### src/rtl/crtc_pkg.sv
package crtc_pkg;

    localparam int DW   = 32;
    localparam int AW   = 3;
    localparam int LW   = 10;
    localparam int PW   = 10;
    localparam int VW   = 4;
    localparam int SW   = 7;
    localparam int NREG = 4;
    localparam int IW   = $clog2(NREG);

    localparam logic [AW-1:0] ADR_SIZE   = 3'd0;
    localparam logic [AW-1:0] ADR_MODE   = 3'd1;
    localparam logic [AW-1:0] ADR_PULSE  = 3'd2;
    localparam logic [AW-1:0] ADR_HSTART = 3'd3;
    localparam logic [AW-1:0] ADR_STATUS = 3'd4;

    // Default timing derived from a nominal 27 MHz dot clock
    localparam int DOT_KHZ  = 27000;
    localparam int LINE_NS  = 32000;
    localparam int HSYNC_NS = 4000;
    localparam int PORCH_NS = 12000;
    localparam int DEF_LINES = 625;
    localparam int DEF_VS    = 5;
    localparam int DEF_DOTS  = DOT_KHZ * LINE_NS / 1000000;
    localparam int DEF_HSW   = DOT_KHZ * HSYNC_NS / 1000000;
    localparam int DEF_HST   = DOT_KHZ * PORCH_NS / 1000000;

    localparam int ST_FIELD  = LW;
    localparam int ST_ACTIVE = LW + 1;
    localparam int ST_HSOFF  = LW + 2;
    localparam int ST_VSOFF  = LW + 3;
    localparam int ST_USED   = LW + 4;

    typedef enum logic [1:0] {
        H_SYNC  = 2'd0,
        H_PORCH = 2'd1,
        H_SHOW  = 2'd2
    } hphase_e;

    typedef enum logic {
        V_SYNC = 1'b0,
        V_SHOW = 1'b1
    } vphase_e;

    typedef struct packed {
        logic [LW-1:0] tot_m1;
        logic [PW-1:0] len_m1;
        logic [VW-1:0] vs_lines;
        logic [SW-1:0] hsw_m1;
        logic [PW-1:0] hpos;
        logic          interlace;
    } crtc_cfg_t;

    function automatic logic [DW-1:0] reg_mask(input int idx);
        case (idx)
            0:       return 32'h03FF_03FF;
            1:       return 32'h0000_03FF;
            2:       return 32'hFFFF_FF7F;
            3:       return 32'h0000_03FF;
            default: return '0;
        endcase
    endfunction

    function automatic logic [DW-1:0] reg_reset(input int idx);
        case (idx)
            0:       return (DW'(DEF_LINES - 1) << 16) | DW'(DEF_DOTS - 1);
            2:       return (DW'(DEF_VS) << 8) | DW'(DEF_HSW - 1);
            3:       return DW'(DEF_HST - 1);
            default: return '0;
        endcase
    endfunction

    function automatic crtc_cfg_t decode_cfg(input logic [DW-1:0] r_size,
                                             input logic [DW-1:0] r_mode,
                                             input logic [DW-1:0] r_pulse,
                                             input logic [DW-1:0] r_hstart);
        crtc_cfg_t d;
        d.tot_m1    = r_size[16 +: LW];
        d.len_m1    = r_size[0 +: PW];
        d.vs_lines  = r_pulse[8 +: VW];
        d.hsw_m1    = r_pulse[0 +: SW];
        d.hpos      = r_hstart[0 +: PW];
        d.interlace = r_mode[4];
        return d;
    endfunction

endpackage

### src/rtl/crtc_regs.sv
module crtc_regs
    import crtc_pkg::*;
(
    input  logic          clk,
    input  logic          rst_n,
    input  logic          wr_en,
    input  logic [AW-1:0] wr_addr,
    input  logic [DW-1:0] wr_data,
    input  logic          line_end,
    input  logic [AW-1:0] rd_addr,
    output logic [DW-1:0] rd_reg,
    output crtc_cfg_t     cfg_act,
    output crtc_cfg_t     cfg_next
);

    logic [NREG-1:0][DW-1:0] pend_v;
    logic [NREG-1:0][DW-1:0] act_v;

    for (genvar g = 0; g < NREG; g++) begin : g_reg
        logic [DW-1:0] pend_q;
        logic [DW-1:0] act_q;

        // Staged copy, written by software
        always_ff @(posedge clk) begin
            if (!rst_n) begin
                pend_q <= reg_reset(g);
            end else if (wr_en && (wr_addr == AW'(g))) begin
                pend_q <= wr_data & reg_mask(g);
            end
        end

        // Working copy, loaded only at a line end
        always_ff @(posedge clk) begin
            if (!rst_n) begin
                act_q <= reg_reset(g);
            end else if (line_end) begin
                act_q <= pend_q;
            end
        end

        assign pend_v[g] = pend_q;
        assign act_v[g]  = act_q;
    end

    always_comb begin
        cfg_act  = decode_cfg(act_v[int'(ADR_SIZE)], act_v[int'(ADR_MODE)],
                              act_v[int'(ADR_PULSE)], act_v[int'(ADR_HSTART)]);
        cfg_next = line_end ?
                   decode_cfg(pend_v[int'(ADR_SIZE)], pend_v[int'(ADR_MODE)],
                              pend_v[int'(ADR_PULSE)], pend_v[int'(ADR_HSTART)]) :
                   cfg_act;
    end

    always_comb begin
        if (rd_addr < AW'(NREG)) begin
            rd_reg = pend_v[rd_addr[IW-1:0]];
        end else begin
            rd_reg = '0;
        end
    end

endmodule

### src/rtl/crtc_hphase.sv
module crtc_hphase
    import crtc_pkg::*;
(
    input  logic          clk,
    input  logic          rst_n,
    input  logic          dot_en,
    input  crtc_cfg_t     cfg_act,
    input  crtc_cfg_t     cfg_next,
    output logic [PW-1:0] dot,
    output logic          line_end,
    output logic          hsync_n,
    output logic          h_show
);

    hphase_e       state_q;
    hphase_e       state_d;
    logic [PW-1:0] dot_q;
    logic [PW-1:0] dot_d;
    logic          past_sync;
    logic          past_start;

    assign line_end = dot_en && (dot_q >= cfg_act.len_m1);

    always_comb begin
        if (!dot_en) begin
            dot_d = dot_q;
        end else if (line_end) begin
            dot_d = '0;
        end else begin
            dot_d = dot_q + PW'(1);
        end
    end

    assign past_sync  = dot_d > PW'(cfg_next.hsw_m1);
    assign past_start = dot_d > cfg_next.hpos;

    // Next-state logic
    always_comb begin
        state_d = state_q;
        unique case (state_q)
            H_SYNC: begin
                if (line_end) begin
                    state_d = H_SYNC;
                end else if (dot_en && past_sync) begin
                    state_d = past_start ? H_SHOW : H_PORCH;
                end
            end
            H_PORCH: begin
                if (line_end) begin
                    state_d = H_SYNC;
                end else if (dot_en && past_start) begin
                    state_d = H_SHOW;
                end
            end
            H_SHOW: begin
                if (line_end) begin
                    state_d = H_SYNC;
                end
            end
            default: state_d = H_SYNC;
        endcase
    end

    // State and counter register
    always_ff @(posedge clk) begin
        if (!rst_n) begin
            state_q <= H_SYNC;
            dot_q   <= '0;
        end else begin
            state_q <= state_d;
            dot_q   <= dot_d;
        end
    end

    // Outputs
    always_comb begin
        hsync_n = (state_q != H_SYNC);
        h_show  = (state_q == H_SHOW);
        dot     = dot_q;
    end

endmodule

### src/rtl/crtc_vphase.sv
module crtc_vphase
    import crtc_pkg::*;
(
    input  logic          clk,
    input  logic          rst_n,
    input  logic          line_end,
    input  crtc_cfg_t     cfg_act,
    input  crtc_cfg_t     cfg_next,
    output logic [LW-1:0] line,
    output logic          field_odd,
    output logic          vsync_n,
    output logic          retrace
);

    localparam vphase_e V_RESET = (DEF_VS > 0) ? V_SYNC : V_SHOW;

    vphase_e       state_q;
    vphase_e       state_d;
    logic [LW-1:0] line_q;
    logic [LW-1:0] line_d;
    logic          field_q;
    logic          retrace_q;
    logic          frame_end;
    logic          in_vs_next;

    assign frame_end = line_end && (line_q >= cfg_act.tot_m1);

    always_comb begin
        if (frame_end) begin
            line_d = '0;
        end else if (line_end) begin
            line_d = line_q + LW'(1);
        end else begin
            line_d = line_q;
        end
    end

    assign in_vs_next = line_d < LW'(cfg_next.vs_lines);

    // Next-state logic
    always_comb begin
        state_d = state_q;
        unique case (state_q)
            V_SYNC: if (line_end && !in_vs_next) state_d = V_SHOW;
            V_SHOW: if (line_end && in_vs_next)  state_d = V_SYNC;
            default: state_d = V_SYNC;
        endcase
    end

    // State, counter and field register
    always_ff @(posedge clk) begin
        if (!rst_n) begin
            state_q   <= V_RESET;
            line_q    <= '0;
            field_q   <= 1'b0;
            retrace_q <= 1'b0;
        end else begin
            state_q   <= state_d;
            line_q    <= line_d;
            retrace_q <= frame_end;
            if (frame_end && cfg_act.interlace) begin
                field_q <= ~field_q;
            end
        end
    end

    // Outputs
    always_comb begin
        vsync_n   = (state_q == V_SHOW);
        line      = line_q;
        field_odd = field_q;
        retrace   = retrace_q;
    end

endmodule

### src/rtl/crtc_timing_gen.sv
module crtc_timing_gen
    import crtc_pkg::*;
(
    input  logic          clk,
    input  logic          rst_n,
    input  logic          dot_en,
    input  logic          wr_en,
    input  logic [AW-1:0] wr_addr,
    input  logic [DW-1:0] wr_data,
    input  logic [AW-1:0] rd_addr,
    output logic [DW-1:0] rd_data,
    output logic          hsync_n,
    output logic          vsync_n,
    output logic          disp_active,
    output logic          field_odd,
    output logic          retrace
);

    crtc_cfg_t     cfg_act;
    crtc_cfg_t     cfg_next;
    logic          line_end;
    logic [PW-1:0] dot;
    logic [LW-1:0] line;
    logic          h_show;
    logic [DW-1:0] rd_reg;
    logic [DW-1:0] status;

    crtc_regs i_regs (
        .clk      (clk),
        .rst_n    (rst_n),
        .wr_en    (wr_en),
        .wr_addr  (wr_addr),
        .wr_data  (wr_data),
        .line_end (line_end),
        .rd_addr  (rd_addr),
        .rd_reg   (rd_reg),
        .cfg_act  (cfg_act),
        .cfg_next (cfg_next)
    );

    crtc_hphase i_hphase (
        .clk      (clk),
        .rst_n    (rst_n),
        .dot_en   (dot_en),
        .cfg_act  (cfg_act),
        .cfg_next (cfg_next),
        .dot      (dot),
        .line_end (line_end),
        .hsync_n  (hsync_n),
        .h_show   (h_show)
    );

    crtc_vphase i_vphase (
        .clk       (clk),
        .rst_n     (rst_n),
        .line_end  (line_end),
        .cfg_act   (cfg_act),
        .cfg_next  (cfg_next),
        .line      (line),
        .field_odd (field_odd),
        .vsync_n   (vsync_n),
        .retrace   (retrace)
    );

    assign disp_active = h_show && vsync_n;

    always_comb begin
        status                = '0;
        status[LW-1:0]        = line;
        status[ST_FIELD]      = field_odd;
        status[ST_ACTIVE]     = disp_active;
        status[ST_HSOFF]      = hsync_n;
        status[ST_VSOFF]      = vsync_n;
    end

    assign rd_data = (rd_addr == ADR_STATUS) ? status : rd_reg;

endmodule

### config.mk
export PLATFORM = sky130hd
export DESIGN_NAME = crtc_timing_gen
export DESIGN_NICKNAME = d
export VERILOG_FILES = /design/src/rtl/crtc_pkg.sv /design/src/rtl/crtc_regs.sv /design/src/rtl/crtc_hphase.sv /design/src/rtl/crtc_vphase.sv /design/src/rtl/crtc_timing_gen.sv
export SDC_FILE = /design/constraint.sdc
export NUM_CORES = 1
export LEC_CHECK = 0
export BUFFER_PORTS_ARGS = -buffer_cell sky130_fd_sc_hd__buf_2
export CORE_MARGIN = 1
export CORE_UTILIZATION = 50
export CTS_CLUSTER_DIAMETER = 60
export DETAILED_ROUTE_END_ITERATION = 10
export PLACE_DENSITY_LB_ADDON = 0.25
export RECOVER_POWER = 100
export SKIP_LAST_GASP = 1
export SYNTH_ARGS = -nofsm -noshare
export SYNTH_HDL_FRONTEND = slang
export SYNTH_SLANG_ARGS = --single-unit
### constraint.sdc
create_clock -name clk -period 8.2 [get_ports clk]
set_clock_uncertainty 0.15 [all_clocks]
set_input_delay 0.82 -clock clk [delete_from_list [all_inputs] [get_ports clk]]
set_output_delay 0.82 -clock clk [all_outputs]
set_load 0.01 [all_outputs]
Word-level counts from Yosys, hierarchy flattened
Cells that the tools add are included.

Memory bits (read-only): 0. Bits in latches: 0. Memory bits (writable): 0. Word-level logic and storage cells: 70. Input port bits: 42. Register bits: 142. Memories kept: 0.

Multiply operators: 0. Equal/unequal tests: 9. Divide/modulo/power cells: 0. $add $sub $neg: 2. Shift operators: 0. Reduce and logical (&&, ||, !) cells: 17. Mux-type cells: 19. $lt $le $gt $ge: 7. Bitwise logic cells: 2.

Operators with widths (number): 32-bit two-way mux (3); 32-bit binary-select mux with 2-bit select (1); 10-bit two-way mux (4); 22-bit two-way mux (1); 10-bit by 1-bit adder with 10-bit output (second input constant) (2); 10-bit >= comparator (2); 1-bit logical AND (12); 2-bit two-way mux (6); 10-bit > comparator (1); 10-bit by 7-bit > comparator with 1-bit output (1); 10-bit by 4-bit less-than comparator with 1-bit output (1); 3-bit by 2-bit == test with 1-bit output (second input constant) (2); 3-bit by 2-bit inequality test with 1-bit output (second input constant) (2); 2-bit one-hot mux with 3 select lines (1); 3-bit by 1-bit == test with 1-bit output (second input constant) (1); 3-bit == test (second input constant) (1); 3-bit logical NOT (1); 2-bit by 3-bit less-than comparator with 1-bit output (second input constant) (1); 3-bit less-than comparator (second input constant) (1); 3-bit AND reduction (1); 2-bit by 1-bit == test with 1-bit output (second input constant) (1); 2-bit == test (second input constant) (1); 2-bit logical NOT (1); 1-bit two-way mux (2); other kinds (5) (6).

Longest topological paths before layout
Depth in word-level cells: 9. Mapped depth: 18.

Modules after synthesis
Synthesis repeated with hierarchy kept, for this count alone.

Cells, all modules: 824. Area, all modules: 7780.0 µm².

By module, submodules not included: crtc_regs (area each 4973.5 µm², instances 1, cells each 495); crtc_hphase (area each 1393.8 µm², instances 1, cells each 173); crtc_vphase (area each 1089.8 µm², instances 1, cells each 119); crtc_timing_gen (area each 322.8 µm², instances 1, cells each 37).

Worst setup path before layout
No wires, ideal clock.

Kind: reg2reg. Start point: reg i_hphase.dot_q[0], in the netlist i_hphase.dot[0]. End point: reg i_hphase.state_q[1]. Data required time: 7.933 ns. Period minus slack after synthesis: 3.696 ns. Setup slack: 4.504 ns. Stages on the path, launching flop included: 18. Path buffers: 2. Data arrival time: 3.428 ns. Library setup time: 0.117 ns. Path through: dfxtp_1 -> inv_1 -> ha_1 -> nand2b_1 -> a211oi_2 -> o31ai_1 -> o21ai_2 -> buf_4 -> buf_4 -> mux2i_1 -> ha_1 -> and3b_1 -> o21ai_0 -> maj3_1 -> nor2_1 -> o32ai_1 -> nor3_1 -> a32o_1.

Word-level cells in the longest chain between the ends: 9. Elaborated cells on any way between the ends: 19. Those cells by class: add/sub (1); order compare (3); eq/ne (3); mux (8); reduce/logical (4).

RTL lines: from (decl) (line crtc_hphase.sv:17) `logic [PW-1:0] dot_q;`; from (signal assigned) (line crtc_hphase.sv:71) `dot_q <= dot_d;`; 10-bit >= comparator (line crtc_hphase.sv:22) `assign line_end = dot_en && (dot_q >= cfg_act.len_m1);`; 1-bit logical AND (line crtc_hphase.sv:22); 10-bit two-way mux (line crtc_hphase.sv:27) `end else if (line_end) begin`; 10-bit two-way mux (line crtc_hphase.sv:25) `if (!dot_en) begin`; 10-bit > comparator (line crtc_hphase.sv:35) `assign past_start = dot_d > cfg_next.hpos;`; 2-bit two-way mux (line crtc_hphase.sv:45) `state_d = past_start ? H_SHOW : H_PORCH;`; 2-bit two-way mux (line crtc_hphase.sv:44) `end else if (dot_en && past_sync) begin`; 2-bit two-way mux (line crtc_hphase.sv:42) `if (line_end) begin`; 2-bit one-hot mux with 3 select lines (line crtc_hphase.sv:40) `unique case (state_q)`; to (signal assigned) (line crtc_hphase.sv:70) `state_q <= state_d;`; to (decl) (line crtc_hphase.sv:15) `hphase_e state_q;`.

Parallel ways exist; a longest one is shown, timed or not. The select of a mux whose other input is x is not followed. A chain may end at the register's enable or synchronous reset.

Final worst setup path
Ends and elaborated chain as after synthesis.

==> flow_summary.yaml <==
worst_setup_path:
  worst_ep_arrival_time_ps: 5920
  startpoint: "i_hphase.dot[0]"
  setup.worst_path.end_class: "flip-flop"
  critical_path_start_type: "flip-flop"
  cp_max_fo: 42
  r2r-start: "i_hphase.dot[0]"
  timing.setup.critical_path_class: "flip-flop to flip-flop"
  crit_required_ps: 8420
logic_synthesis:
  ys_dominant_reg_cell: "sky130_fd_sc_hd__dfxtp_1"
  synth-seq-area-share: 0.3997
  async_flop_share: 0
  synth_simple_gate_area_frac: 0.2409
  synthTopCellsByArea: "sky130_fd_sc_hd__dfxtp_1 (40%), sky130_fd_sc_hd__nand2_1 (12%), sky130_fd_sc_hd__ha_1 (7.3%)"
  synth_area_leader_cell: "sky130_fd_sc_hd__dfxtp_1"
  synth_top_cell_area_share: 0.3997
  syn_inst: 848
  yosys_warnings: 0
  postSynthAreaPerCell_sq_um: 8.091
  yosys.area_share.xor_xnor: 0.02407
  main_combinational_cell_family_by_area_after_synthesis: "simple AND/OR/NAND/NOR gates"
  synth.net_count: 930
  synth.cell_area_sq_um: 6862
  ys_seq_elements: 137
  synthMuxAreaShare: 0.07057
  synth_edf_count: 0
  yosys.cell_types.count: 66
  yosys.area_share.adder: 0.07586
  synth_compound_gate_area_share: 0.1353
detailed_routing:
  drt.antenna.violating_nets: 0
  wirelength_mm: 18.54
  route.vias.total: 6126
  route.detailed.wl_per_inst_um: 16.99
  route.detailed.vias_per_inst: 5.615
  post-route-drc-count: 0
  detail_route.iter0.violations: 463
  drt_pre_antenna_iters: 8
timing:
  finalSetupViolations: 0
  maximum_frequency_from_static_timing_analysis_mhz: 175.3
  worst_pin_slew_ps: 2708
  fin_ws_ps: 2496
  tns_setup_ps: 0
  slew_headroom: -0.8052
  final_period_minus_worst_setup_slack_ps: 5704
  hold_violations: 0
  timing_max_transition_violations_final: 175
  rsz0062_at_grt: "false"
  crit_share_post_route: 0.6956
finish:
  num_antenna_cells: 0
  fillCellCount: 1237
  layout-drive-gt1-share: 0.1071
  finish.utilization: 0.5893
  synthToLayoutAreaGrowth_pct: 14.19
  layout.nets: 985
global_routing:
  grt_max_degree: 57
  grt_overflow: 0
  gr-usage-met3: 0.06992
  met2_usage: 0.4113
  globalRouteMet1Util: 0.3887
  grt_pass1_wl_mm: 30.24
  first_global_vias: 5791
  grt_antenna_before_repair: 0
  global_route_layer_with_the_greatest_usage: "met2"
  groute.usage.overall: 0.2770
clocking:
  htreeDepth: 4
  cts.clk_slew.worst_paths_ps: 60
  post_cts_hold_buffer_count: 0
  cts_setup_buffers: 0
  clock_latency_ps: 430
  cts_root_buf: "sky130_fd_sc_hd__clkbuf_16"
  cts_resized: 0
  cts_sink_count: 137
  cts-root-to-sink-buffers: 2
  cts_inserted_buffers: 17
  clock_tree_from_tritoncts: "built"
floorplan:
  io_pins: 79
  core-area_sq_um: 13300
  chipWidth_um: 119.1
  design.die.area_sq_um: 14200
  chipHeight_um: 119.1
  initial_utilization: 0.5161
  floorplan.rows: 42
pwr:
  powerDensity_nw_per_um2: 195.8
  total_leakage_power_nw: 3.357
  worst_ir_drop_vdd_mv: 0.1561
hold_path:
  hp-start: "i_regs.g_reg[2].pend_q[14]"
  timing.hold.worst.class: "flip-flop to flip-flop"
status:
  failing_checks: "capacitance limit, slew limit"
  run_status: "finished with violations"
placed_design:
  place_worst_setup_slack_ps: 3973
  place.gp.congestion: 0.8455
  detailedPlacementHpwl_mm: 12.73
  port_buffers: 78
flow_run:
  cap_violations: 4
==> critical path, cell delays in order, from the launching register on <==
cell and delay, ps:
sky130_fd_sc_hd__dfxtp_1 420, sky130_fd_sc_hd__inv_1 70, sky130_fd_sc_hd__ha_1 260, sky130_fd_sc_hd__nand2b_1 140, sky130_fd_sc_hd__a211oi_1 350, sky130_fd_sc_hd__o31ai_1 180, sky130_fd_sc_hd__o21ai_4 140, sky130_fd_sc_hd__clkbuf_1 1790
sky130_fd_sc_hd__mux2i_1 400, sky130_fd_sc_hd__ha_1 440, sky130_fd_sc_hd__nand4_1 140, sky130_fd_sc_hd__nor2_1 200, sky130_fd_sc_hd__nand4b_1 130, sky130_fd_sc_hd__a21oi_1 150, sky130_fd_sc_hd__a211oi_1 80, sky130_fd_sc_hd__a211oi_1 410
sky130_fd_sc_hd__a32o_1 180
==> cell type report <==
class                           instances  area [sq um]  area share
Multi-Input combinational cell        621          3754      0.4791
Sequential cell                       137          2743      0.3500
Clock inverter                         10         118.9     0.01517
Clock buffer                           21         460.4     0.05877
Inverter                               41         153.9     0.01964
Tap cell                              176         220.2     0.02811
Timing Repair Buffer                   85         385.4     0.04919
==> path summary, 6_finish.rpt <==
path	endpoint	slack, ps	cells after the start
max	i_hphase.state_q[1]	2500	16
max reg2reg	i_hphase.state_q[1]	2500	16
min	i_regs.g_reg[2].pend_q[14]	300	2
min reg2reg	i_regs.g_reg[2].pend_q[14]	300	2
==> stage by stage <==
stage	instance area, sq um	power, mW	hold slack [ps]	std cells
after global placement	7323	0.7853	289.1	1060
after global routing	7835	1.582	317.3	1091
after CTS	7903	1.542	300.3	1091
after floorplan	6862	0.7494	281.9	848
after detailed placement	7323	0.7864	293.1	1060
final	7835	1.534	299.1	1091
==> layout by cell type (no fill, tap or decap), drive strengths merged, types with 10 or more instances in the layout <==
master and n:
nor3 10, a21oi 74, mux2i 27, buf 45, o21ai 19, and3 12, nand4 12, nor2 58
nand2 215, inv 43, ha 40, xnor2 13, dfxtp 137, clkbuf 61, nand3 39, o211ai 14
==> where the power goes <==
part | internal (mW) | total [mW] | switching [mW]
combinational | 0.0311 | 0.0869 | 0.0559
clock | 0.463 | 0.763 | 0.300
sequential | 0.676 | 0.685 | 0.00925
==> cells in the mapped netlist, types with 6 or more instances <==
cell                         n
sky130_fd_sc_hd__nor2b_1     7
sky130_fd_sc_hd__o21ai_0    16
sky130_fd_sc_hd__ha_1       40
sky130_fd_sc_hd__nand4_1    12
sky130_fd_sc_hd__xnor2_1    13
sky130_fd_sc_hd__buf_2       6
sky130_fd_sc_hd__a21o_1      6
sky130_fd_sc_hd__and2_1      9
sky130_fd_sc_hd__nor3_1     10
sky130_fd_sc_hd__mux4_2      9
sky130_fd_sc_hd__o211ai_1   13
sky130_fd_sc_hd__nand3_1    39
sky130_fd_sc_hd__dfxtp_1   137
sky130_fd_sc_hd__nand2_1   215
sky130_fd_sc_hd__nor2_1     57
sky130_fd_sc_hd__and3_1     12
sky130_fd_sc_hd__mux2i_1    27
sky130_fd_sc_hd__a21oi_1    72
sky130_fd_sc_hd__inv_1      40
sky130_fd_sc_hd__clkbuf_1   37
==> flip-flops by register name, summed over array words and instances (netlist names), named ones only <==
register and flops:
i_vphase.field_odd 1, i_hphase.dot 10, i_vphase.retrace 1, i_hphase.state_q 2, i_regs.g.act_q 41, i_regs.g.pend_q 71, i_vphase.line 10
==> cell families after synthesis <==
| logic type | count (synthesis) |
|---|---|
| and+or+nand+nor | 379 |
| AOI/OAI and AO/OA | 145 |
| buffers and inverters | 90 |
| adders and majority gates | 42 |
| DFF | 137 |
| muxes | 37 |
| xor gates and xnor gates | 18 |
==> per-layer routing <==
layer  vias up  wire, um
li1       2992         -
met1      2896      8797
met2       212      8122
met3        26      1278
met4         0       338
met5         -         0
No activity file was read; power rests on OpenSTA's default activity.
